[src/rtl/gd_pkg.sv]
package gd_pkg;

    typedef enum logic [1:0] {
        GD_IDLE = 2'd0,
        GD_MAC  = 2'd1,
        GD_ERR  = 2'd2,
        GD_UPD  = 2'd3
    } gd_state_e;

    typedef struct packed {
        logic acc_clr;
        logic acc_mac;
        logic acc_err;
        logic wr_new;
    } gd_ctrl_t;

    function automatic int idx_bits(input int n);
        return (n <= 2) ? 1 : $clog2(n);
    endfunction

endpackage

[src/rtl/gd_sequencer.sv]
module gd_sequencer
    import gd_pkg::*;
#(
    parameter int ROWS = 4,
    parameter int COLS = 4,
    localparam int RW = idx_bits(ROWS),
    localparam int CW = idx_bits(COLS)
) (
    input  logic          clk,
    input  logic          rst,
    input  logic          start,
    output logic          busy,
    output logic          done,
    output logic          swap,
    output gd_ctrl_t      ctrl,
    output logic [RW-1:0] row_idx,
    output logic [CW-1:0] col_idx,
    output logic [CW-1:0] term_idx,
    output logic [CW-1:0] dp_col
);
    localparam logic [RW-1:0] ROW_LAST = RW'(ROWS - 1);
    localparam logic [CW-1:0] COL_LAST = CW'(COLS - 1);

    gd_state_e state;
    logic      last_entry;

    assign busy       = (state != GD_IDLE);
    assign last_entry = (row_idx == ROW_LAST) && (col_idx == COL_LAST);
    assign swap       = (state == GD_UPD) && last_entry;
    assign dp_col     = (state == GD_UPD) ? col_idx : term_idx;

    always_comb begin
        ctrl         = '0;
        ctrl.acc_clr = (state == GD_IDLE) || (state == GD_UPD);
        ctrl.acc_mac = (state == GD_MAC);
        ctrl.acc_err = (state == GD_ERR);
        ctrl.wr_new  = (state == GD_UPD);
    end

    always_ff @(posedge clk) begin
        if (rst) begin
            state    <= GD_IDLE;
            done     <= 1'b0;
            row_idx  <= '0;
            col_idx  <= '0;
            term_idx <= '0;
        end else begin
            done <= 1'b0;
            unique case (state)
                GD_IDLE: begin
                    if (start) begin
                        row_idx  <= '0;
                        col_idx  <= '0;
                        term_idx <= '0;
                        state    <= GD_MAC;
                    end
                end
                GD_MAC: begin
                    if (term_idx == COL_LAST) begin
                        term_idx <= '0;
                        state    <= GD_ERR;
                    end else begin
                        term_idx <= term_idx + 1'b1;
                    end
                end
                GD_ERR: state <= GD_UPD;
                GD_UPD: begin
                    if (col_idx == COL_LAST) begin
                        col_idx <= '0;
                        if (row_idx == ROW_LAST) begin
                            state <= GD_IDLE;
                            done  <= 1'b1;
                        end else begin
                            row_idx <= row_idx + 1'b1;
                            state   <= GD_MAC;
                        end
                    end else begin
                        col_idx <= col_idx + 1'b1;
                        state   <= GD_MAC;
                    end
                end
                default: state <= GD_IDLE;
            endcase
        end
    end

    assert_done_pulse_R5: assert property (@(posedge clk) disable iff (rst)
        done |=> !done);
    assert_done_idle_R5: assert property (@(posedge clk) disable iff (rst)
        done |-> !busy);
    assert_term_range_R2: assert property (@(posedge clk) disable iff (rst)
        busy |-> (term_idx <= COL_LAST));
    assert_err_single_R9: assert property (@(posedge clk) disable iff (rst)
        ctrl.acc_err |=> ctrl.wr_new);
endmodule

[src/rtl/gd_mac.sv]
module gd_mac
    import gd_pkg::*;
#(
    parameter int DW    = 8,
    parameter int ACCW  = 16,
    parameter int SHIFT = 8,
    localparam int EW   = ACCW + 1
) (
    input  logic                   clk,
    input  logic                   rst,
    input  gd_ctrl_t               ctrl,
    input  logic signed [DW-1:0]   a_op,
    input  logic signed [DW-1:0]   rbb_op,
    input  logic signed [ACCW-1:0] rbr_op,
    output logic signed [DW-1:0]   new_val
);
    logic signed [2*DW-1:0] prod;
    logic signed [ACCW-1:0] prod_x;
    logic signed [ACCW-1:0] acc;
    logic signed [ACCW-1:0] corr;
    logic signed [EW-1:0]   diff;
    logic                   in_range;

    assign prod   = a_op * rbb_op;
    assign prod_x = ACCW'(prod);
    assign corr   = acc >>> SHIFT;
    assign diff   = {{(EW-DW){a_op[DW-1]}}, a_op} - {corr[ACCW-1], corr};

    always_comb begin
        in_range = (diff[EW-1:DW-1] == '0) || (diff[EW-1:DW-1] == '1);
        if (in_range)         new_val = diff[DW-1:0];
        else if (diff[EW-1])  new_val = {1'b1, {(DW-1){1'b0}}};
        else                  new_val = {1'b0, {(DW-1){1'b1}}};
    end

    always_ff @(posedge clk) begin
        if (rst)               acc <= '0;
        else if (ctrl.acc_clr) acc <= '0;
        else if (ctrl.acc_mac) acc <= acc + prod_x;
        else if (ctrl.acc_err) acc <= acc - rbr_op;
    end

    assert_sat_sign_R4: assert property (@(posedge clk) disable iff (rst)
        (ctrl.wr_new && !in_range) |-> (new_val[DW-1] == diff[EW-1]));
    assert_acc_clear_R1: assert property (@(posedge clk) disable iff (rst)
        ctrl.acc_clr |=> (acc == '0));
endmodule

[src/rtl/gd_bank_pair.sv]
module gd_bank_pair #(
    parameter int DW  = 8,
    parameter int ENT = 16,
    parameter int IW  = 4
) (
    input  logic                 clk,
    input  logic                 rst,
    input  logic                 busy,
    input  logic                 swap,
    input  logic [IW-1:0]        dp_raddr,
    output logic signed [DW-1:0] dp_rdata,
    input  logic                 wr_en,
    input  logic [IW-1:0]        wr_addr,
    input  logic signed [DW-1:0] wr_data,
    input  logic                 ext_we,
    input  logic [IW-1:0]        ext_addr,
    input  logic signed [DW-1:0] ext_wdata,
    output logic signed [DW-1:0] ext_rdata
);
    logic signed [DW-1:0] mem [2][ENT];
    logic                 sel;

    assign dp_rdata  = mem[sel][dp_raddr];
    assign ext_rdata = mem[sel][ext_addr];

    always_ff @(posedge clk) begin
        if (rst) begin
            sel <= 1'b0;
            for (int b = 0; b < 2; b++)
                for (int e = 0; e < ENT; e++)
                    mem[b][e] <= '0;
        end else begin
            if (wr_en)  mem[~sel][wr_addr] <= wr_data;
            if (ext_we) mem[sel][ext_addr] <= ext_wdata;
            if (swap)   sel <= ~sel;
        end
    end

    assert_bank_hold_R3: assert property (@(posedge clk) disable iff (rst)
        busy |-> $stable(sel));
    assert_bank_swap_R3: assert property (@(posedge clk) disable iff (rst)
        swap |=> (sel != $past(sel)));
endmodule

[src/rtl/gd_estimate_updater.sv]
module gd_estimate_updater
    import gd_pkg::*;
#(
    parameter int ROWS  = 4,
    parameter int USERS = 2,
    parameter int DW    = 8,
    parameter int ACCW  = 16,
    parameter int SHIFT = 8,
    localparam int COLS = 2 * USERS,
    localparam int ENT  = ROWS * COLS,
    localparam int RW   = idx_bits(ROWS),
    localparam int CW   = idx_bits(COLS),
    localparam int IW   = idx_bits(ENT)
) (
    input  logic                   clk,
    input  logic                   rst,
    input  logic                   start,
    output logic                   busy,
    output logic                   done,
    output logic [CW-1:0]          rbb_row,
    output logic [CW-1:0]          rbb_col,
    input  logic signed [DW-1:0]   rbb_data,
    output logic [RW-1:0]          rbr_row,
    output logic [CW-1:0]          rbr_col,
    input  logic signed [ACCW-1:0] rbr_data,
    input  logic [IW-1:0]          est_addr,
    input  logic                   est_we,
    input  logic signed [DW-1:0]   est_wdata,
    output logic signed [DW-1:0]   est_rdata
);
    gd_ctrl_t             ctrl;
    logic                 swap;
    logic [RW-1:0]        row_idx;
    logic [CW-1:0]        col_idx, term_idx, dp_col;
    logic [IW-1:0]        dp_raddr, wr_addr;
    logic signed [DW-1:0] a_op, new_val;

    gd_sequencer #(.ROWS(ROWS), .COLS(COLS)) u_seq (
        .clk(clk), .rst(rst), .start(start), .busy(busy), .done(done),
        .swap(swap), .ctrl(ctrl), .row_idx(row_idx), .col_idx(col_idx),
        .term_idx(term_idx), .dp_col(dp_col)
    );

    assign rbb_row  = term_idx;
    assign rbb_col  = col_idx;
    assign rbr_row  = row_idx;
    assign rbr_col  = col_idx;
    assign dp_raddr = IW'(row_idx) * IW'(COLS) + IW'(dp_col);
    assign wr_addr  = IW'(row_idx) * IW'(COLS) + IW'(col_idx);

    gd_bank_pair #(.DW(DW), .ENT(ENT), .IW(IW)) u_banks (
        .clk(clk), .rst(rst), .busy(busy), .swap(swap),
        .dp_raddr(dp_raddr), .dp_rdata(a_op),
        .wr_en(ctrl.wr_new), .wr_addr(wr_addr), .wr_data(new_val),
        .ext_we(est_we && !busy), .ext_addr(est_addr),
        .ext_wdata(est_wdata), .ext_rdata(est_rdata)
    );

    gd_mac #(.DW(DW), .ACCW(ACCW), .SHIFT(SHIFT)) u_mac (
        .clk(clk), .rst(rst), .ctrl(ctrl), .a_op(a_op),
        .rbb_op(rbb_data), .rbr_op(rbr_data), .new_val(new_val)
    );

    assert_start_to_busy_R5: assert property (@(posedge clk) disable iff (rst)
        (start && !busy) |=> busy);
    assert_busy_start_ignored_R7: assert property (@(posedge clk) disable iff (rst)
        (busy && !swap) |=> busy);
endmodule

[config.mk]
export PLATFORM = sky130hd
export DESIGN_NAME = gd_estimate_updater
export DESIGN_NICKNAME = d
export VERILOG_FILES = /design/src/rtl/gd_pkg.sv /design/src/rtl/gd_sequencer.sv /design/src/rtl/gd_mac.sv /design/src/rtl/gd_bank_pair.sv /design/src/rtl/gd_estimate_updater.sv
export SDC_FILE = /design/constraint.sdc
export NUM_CORES = 1
export LEC_CHECK = 0
export ABC_AREA = 1
export BUFFER_PORTS_ARGS = -buffer_cell sky130_fd_sc_hd__clkbuf_2
export CORE_MARGIN = 3
export CORE_UTILIZATION = 55
export CTS_CLUSTER_SIZE = 40
export DETAILED_ROUTE_END_ITERATION = 16
export GPL_TIMING_DRIVEN = 0
export PLACE_DENSITY = 0.8
export SKIP_CTS_REPAIR_TIMING = 1
export SLEW_MARGIN = 10
export SYNTH_ARGS = -nofsm -noshare
export SYNTH_HDL_FRONTEND = slang
export SYNTH_SLANG_ARGS = --single-unit
[constraint.sdc]
create_clock -name clk -period 12.7 [get_ports clk]
set_input_delay 1.27 -clock clk [delete_from_list [all_inputs] [get_ports clk]]
set_output_delay 1.27 -clock clk [all_outputs]
set_load 0.01 [all_outputs]
==> results by group <==
Outcome
  – Status: completed

CTS
  – Clock tree buffer depth: 3
  – Clock-pin slew on the worst setup and hold paths: 0.06 ns
  – Worst skew pair latency: 0.60 ns
  – Clock tree root driver cell: clkbuf_16
  – Clk sinks: 283
  – CTS tree: yes
  – # H-tree levels: 1
  – CTS Buf Count: 30

Timing
  – Fin Setup TNS: 0 ns
  – Max Slew Vio Count: 0
  – Post-layout min period: 8.427 ns
  – Worst relative slew slack: 25.19%
  – RSZ-0062 raised after global routing: no
  – Hold Fails Final Rpt: 0
  – Worst Clk Skew: 0.03824 ns
  – Final setup fails: 0
  – Tcrit/Tclk final: 66.35%
  – Tightest Pin Transition: 1.118 ns
  – Maximum clock rate: 118.7 MHz

Cells and area
  – Area growth syn-to-layout: 9.562%
  – Layout Nets: 2448
  – FILL cells: 2873
  – Most frequent cells in the layout: nand2_1 (528), nor2_1 (290), edfxtp_1 (256), inv_1 (250), o21ai_0 (170)
  – Commonest non-fill, non-tap cell in the layout: nand2_1
  – Share of layout cells above drive strength 1: 10.19%
  – Fin area: 0.02057 mm²

Synth
  – Post-Syn Instances: 2175
  – Yosys reg bits: 283
  – EDFF count, synth: 256
  – Net count after synthesis: 2360
  – Synth top area cells: edfxtp_1 (41%), nand2_1 (11%), fa_1 (7.8%)
  – Post-synth top flop: edfxtp_1
  – Yosys top cell area share: 40.94%
  – Fraction of registers with async set/reset: 0%
  – Synth Area per Inst: 8.633 µm²
  – Top cell type by total area after synthesis: edfxtp_1
  – Sequential area share after synthesis: 43.82%
  – Syn Std Cell Area: 0.01878 mm²
  – Syn. warnings: 0
  – Distinct cells, synth: 49

Detailed routing
  – Post-detailed-route count of antenna-violating nets: 0
  – DRT iter0 DRCs: 2204
  – Drt drc: 0
  – Routed vias: 16830
  – Vias/cell: 6.149
  – Final WL: 73200 µm
  – First drt pass iteration count: 7
  – Wire length per cell: 26.74 µm

Global routing
  – Vias in the first global route: 16240
  – Largest net degree at the start of global routing: 17
  – Initial antenna violation count: 0
  – Global-route wire length before repair: 106200 µm
  – Gr ovfl total: 0
  – Total GRT Usage: 40.44%

Setup path
  – WP data required: 13.20 ns
  – Crit Path Category: reg2reg
  – CP startpoint kind: register
  – Crit-path max FO: 10
  – Critical path arrival: 8.93 ns
  – Crit path capture type: register

Floorplanning
  – Ports: 58
  – Die area: 0.03639 mm²
  – Die Height: 190.8 µm
  – Overall die width: 190.8 µm
  – Rows: 67
  – Starting Density: 55.86%
  – Core ar.: 0.03362 mm²

Placement
  – PortBufs: 56
  – Dpl cell area: 0.01962 mm²
  – DP HPWL: 55550 µm
  – Gpl congestion: 1.056

Run
  – MaxCap Viol Count: 0

Hold path
  – Worst hold-check path type: reg2reg
==> state kept, by name (all words and copies together) (netlist names), named ones only <==
name / flops
u_seq.term_idx: 2
u_seq.done: 1
u_banks.mem: 256
u_banks.sel: 1
u_seq.state: 2
u_mac.acc: 16
u_seq.col_idx: 2
u_seq.row_idx: 2
==> area by class of cell <==
class / count / area (µm²) / share of cell area, %
tap: 448 / 560.5 / 2.725
sequential: 283 / 8228 / 40.00
inverter: 267 / 1002 / 4.872
timing repair buffer: 56 / 280.3 / 1.362
buffer: 86 / 449.2 / 2.183
antenna: 3 / 7.507 / 0.03649
clock inverter: 20 / 177.7 / 0.8636
multi-input combinational: 1539 / 9097 / 44.22
clock buffer: 35 / 769.5 / 3.740
==> layer usage <==
metal	part of all wire, %	global-route usage (%)	vias to the layer above	wire, µm
met5	0	0	-	0
met4	5.2	17.33	0	3811
met3	14	11.40	225	10490
met2	42	59.29	1271	30950
met1	38	56.51	7983	27950
li1	-	-	7351	-
==> cell usage after synthesis (2+ instances only) <==
| cell type | count |
|---|---|
| buf_2 | 26 |
| nand3_1 | 105 |
| o221ai_1 | 2 |
| ha_1 | 72 |
| a21boi_0 | 6 |
| nor2_1 | 290 |
| a21oi_1 | 92 |
| xor2_1 | 7 |
| nand2_2 | 13 |
| clkbuf_1 | 42 |
| buf_1 | 2 |
| xnor2_1 | 5 |
| o22ai_1 | 13 |
| nor2_8 | 2 |
| or2_2 | 25 |
| nand4_1 | 8 |
| inv_2 | 15 |
| o211ai_1 | 28 |
| fa_1 | 73 |
| o21bai_1 | 3 |
| nor3_1 | 3 |
| a211oi_1 | 13 |
| edfxtp_1 | 256 |
| nand2_1 | 528 |
| buf_4 | 7 |
| nor2_2 | 5 |
| o2111ai_1 | 2 |
| o21ai_1 | 2 |
| o21a_1 | 2 |
| nand3b_1 | 4 |
| clkinv_1 | 2 |
| nor2_4 | 4 |
| nand2_4 | 3 |
| a21o_1 | 3 |
| nand3_4 | 14 |
| mux2i_1 | 25 |
| buf_6 | 9 |
| inv_1 | 250 |
| o21ai_0 | 170 |
| o21ai_2 | 2 |
| nand3_2 | 3 |
| a21oi_4 | 6 |
| dfxtp_1 | 27 |
==> cell families (layout without fill, tap and decap cells) <==
logic type / Yosys count / count (layout) / share of synthesized area, %
xor gates and xnor gates: 12 / 12 / 0.5597
muxes: 25 / 25 / 1.333
adders and majority gates: 145 / 145 / 12.58
other: 0 / 3 / 0
buffers and inverters: 353 / 464 / 7.730
AOI/OAI and AO/OA: 350 / 350 / 10.79
DFF: 283 / 283 / 43.82
and+or+nand+nor: 1007 / 1007 / 23.19
==> stage by stage <==
stage / setup WS [ns] / hold slack (ns) / utilization (%) / cells
after CTS: 4.549 / 0.5020 / 61.18 / 2734
after detailed placement: 4.636 / 0.4946 / 58.36 / 2679
after global routing: 4.070 / 0.5370 / 61.18 / 2734
after floorplan: 6.561 / 0.4776 / - / 2175
final: 4.273 / 0.5023 / 61.20 / 2737
after global placement: 4.769 / 0.4879 / 58.36 / 2679
==> worst paths after layout <==
check        depth (start not counted)                 to         startpoint  slack [ns]
min reg2reg                          2  u_seq.term_idx[1]  u_seq.term_idx[1]        0.50
min                                  2  u_seq.term_idx[1]  u_seq.term_idx[1]        0.50
max reg2reg                         26      u_mac.acc[15]           register        4.27
max                                 26      u_mac.acc[15]           register        4.27
==> critical path: stages (launching register included) <==
cell and delay (ns):
dfxtp_1 0.29, buf_2 0.22, inv_2 0.15, buf_2 0.40
clkbuf_1 0.81, o21ai_0 0.44, o211ai_1 0.29, nand3_1 0.09
nand3_1 0.22, nand2_1 0.22, nor2_1 0.89, inv_1 0.16
fa_1 0.54, inv_1 0.06, fa_1 0.49, fa_1 0.59
fa_1 0.46, fa_1 0.46, ha_1 0.36, inv_1 0.09
nor3_1 0.33, nand3_1 0.12, nand3_1 0.17, inv_1 0.05
nand2_1 0.08, nand3_1 0.15, a21oi_1 0.17
Power is not shown: default switching activity piles up to over one toggle a cycle in this logic, so the estimate is an artifact.
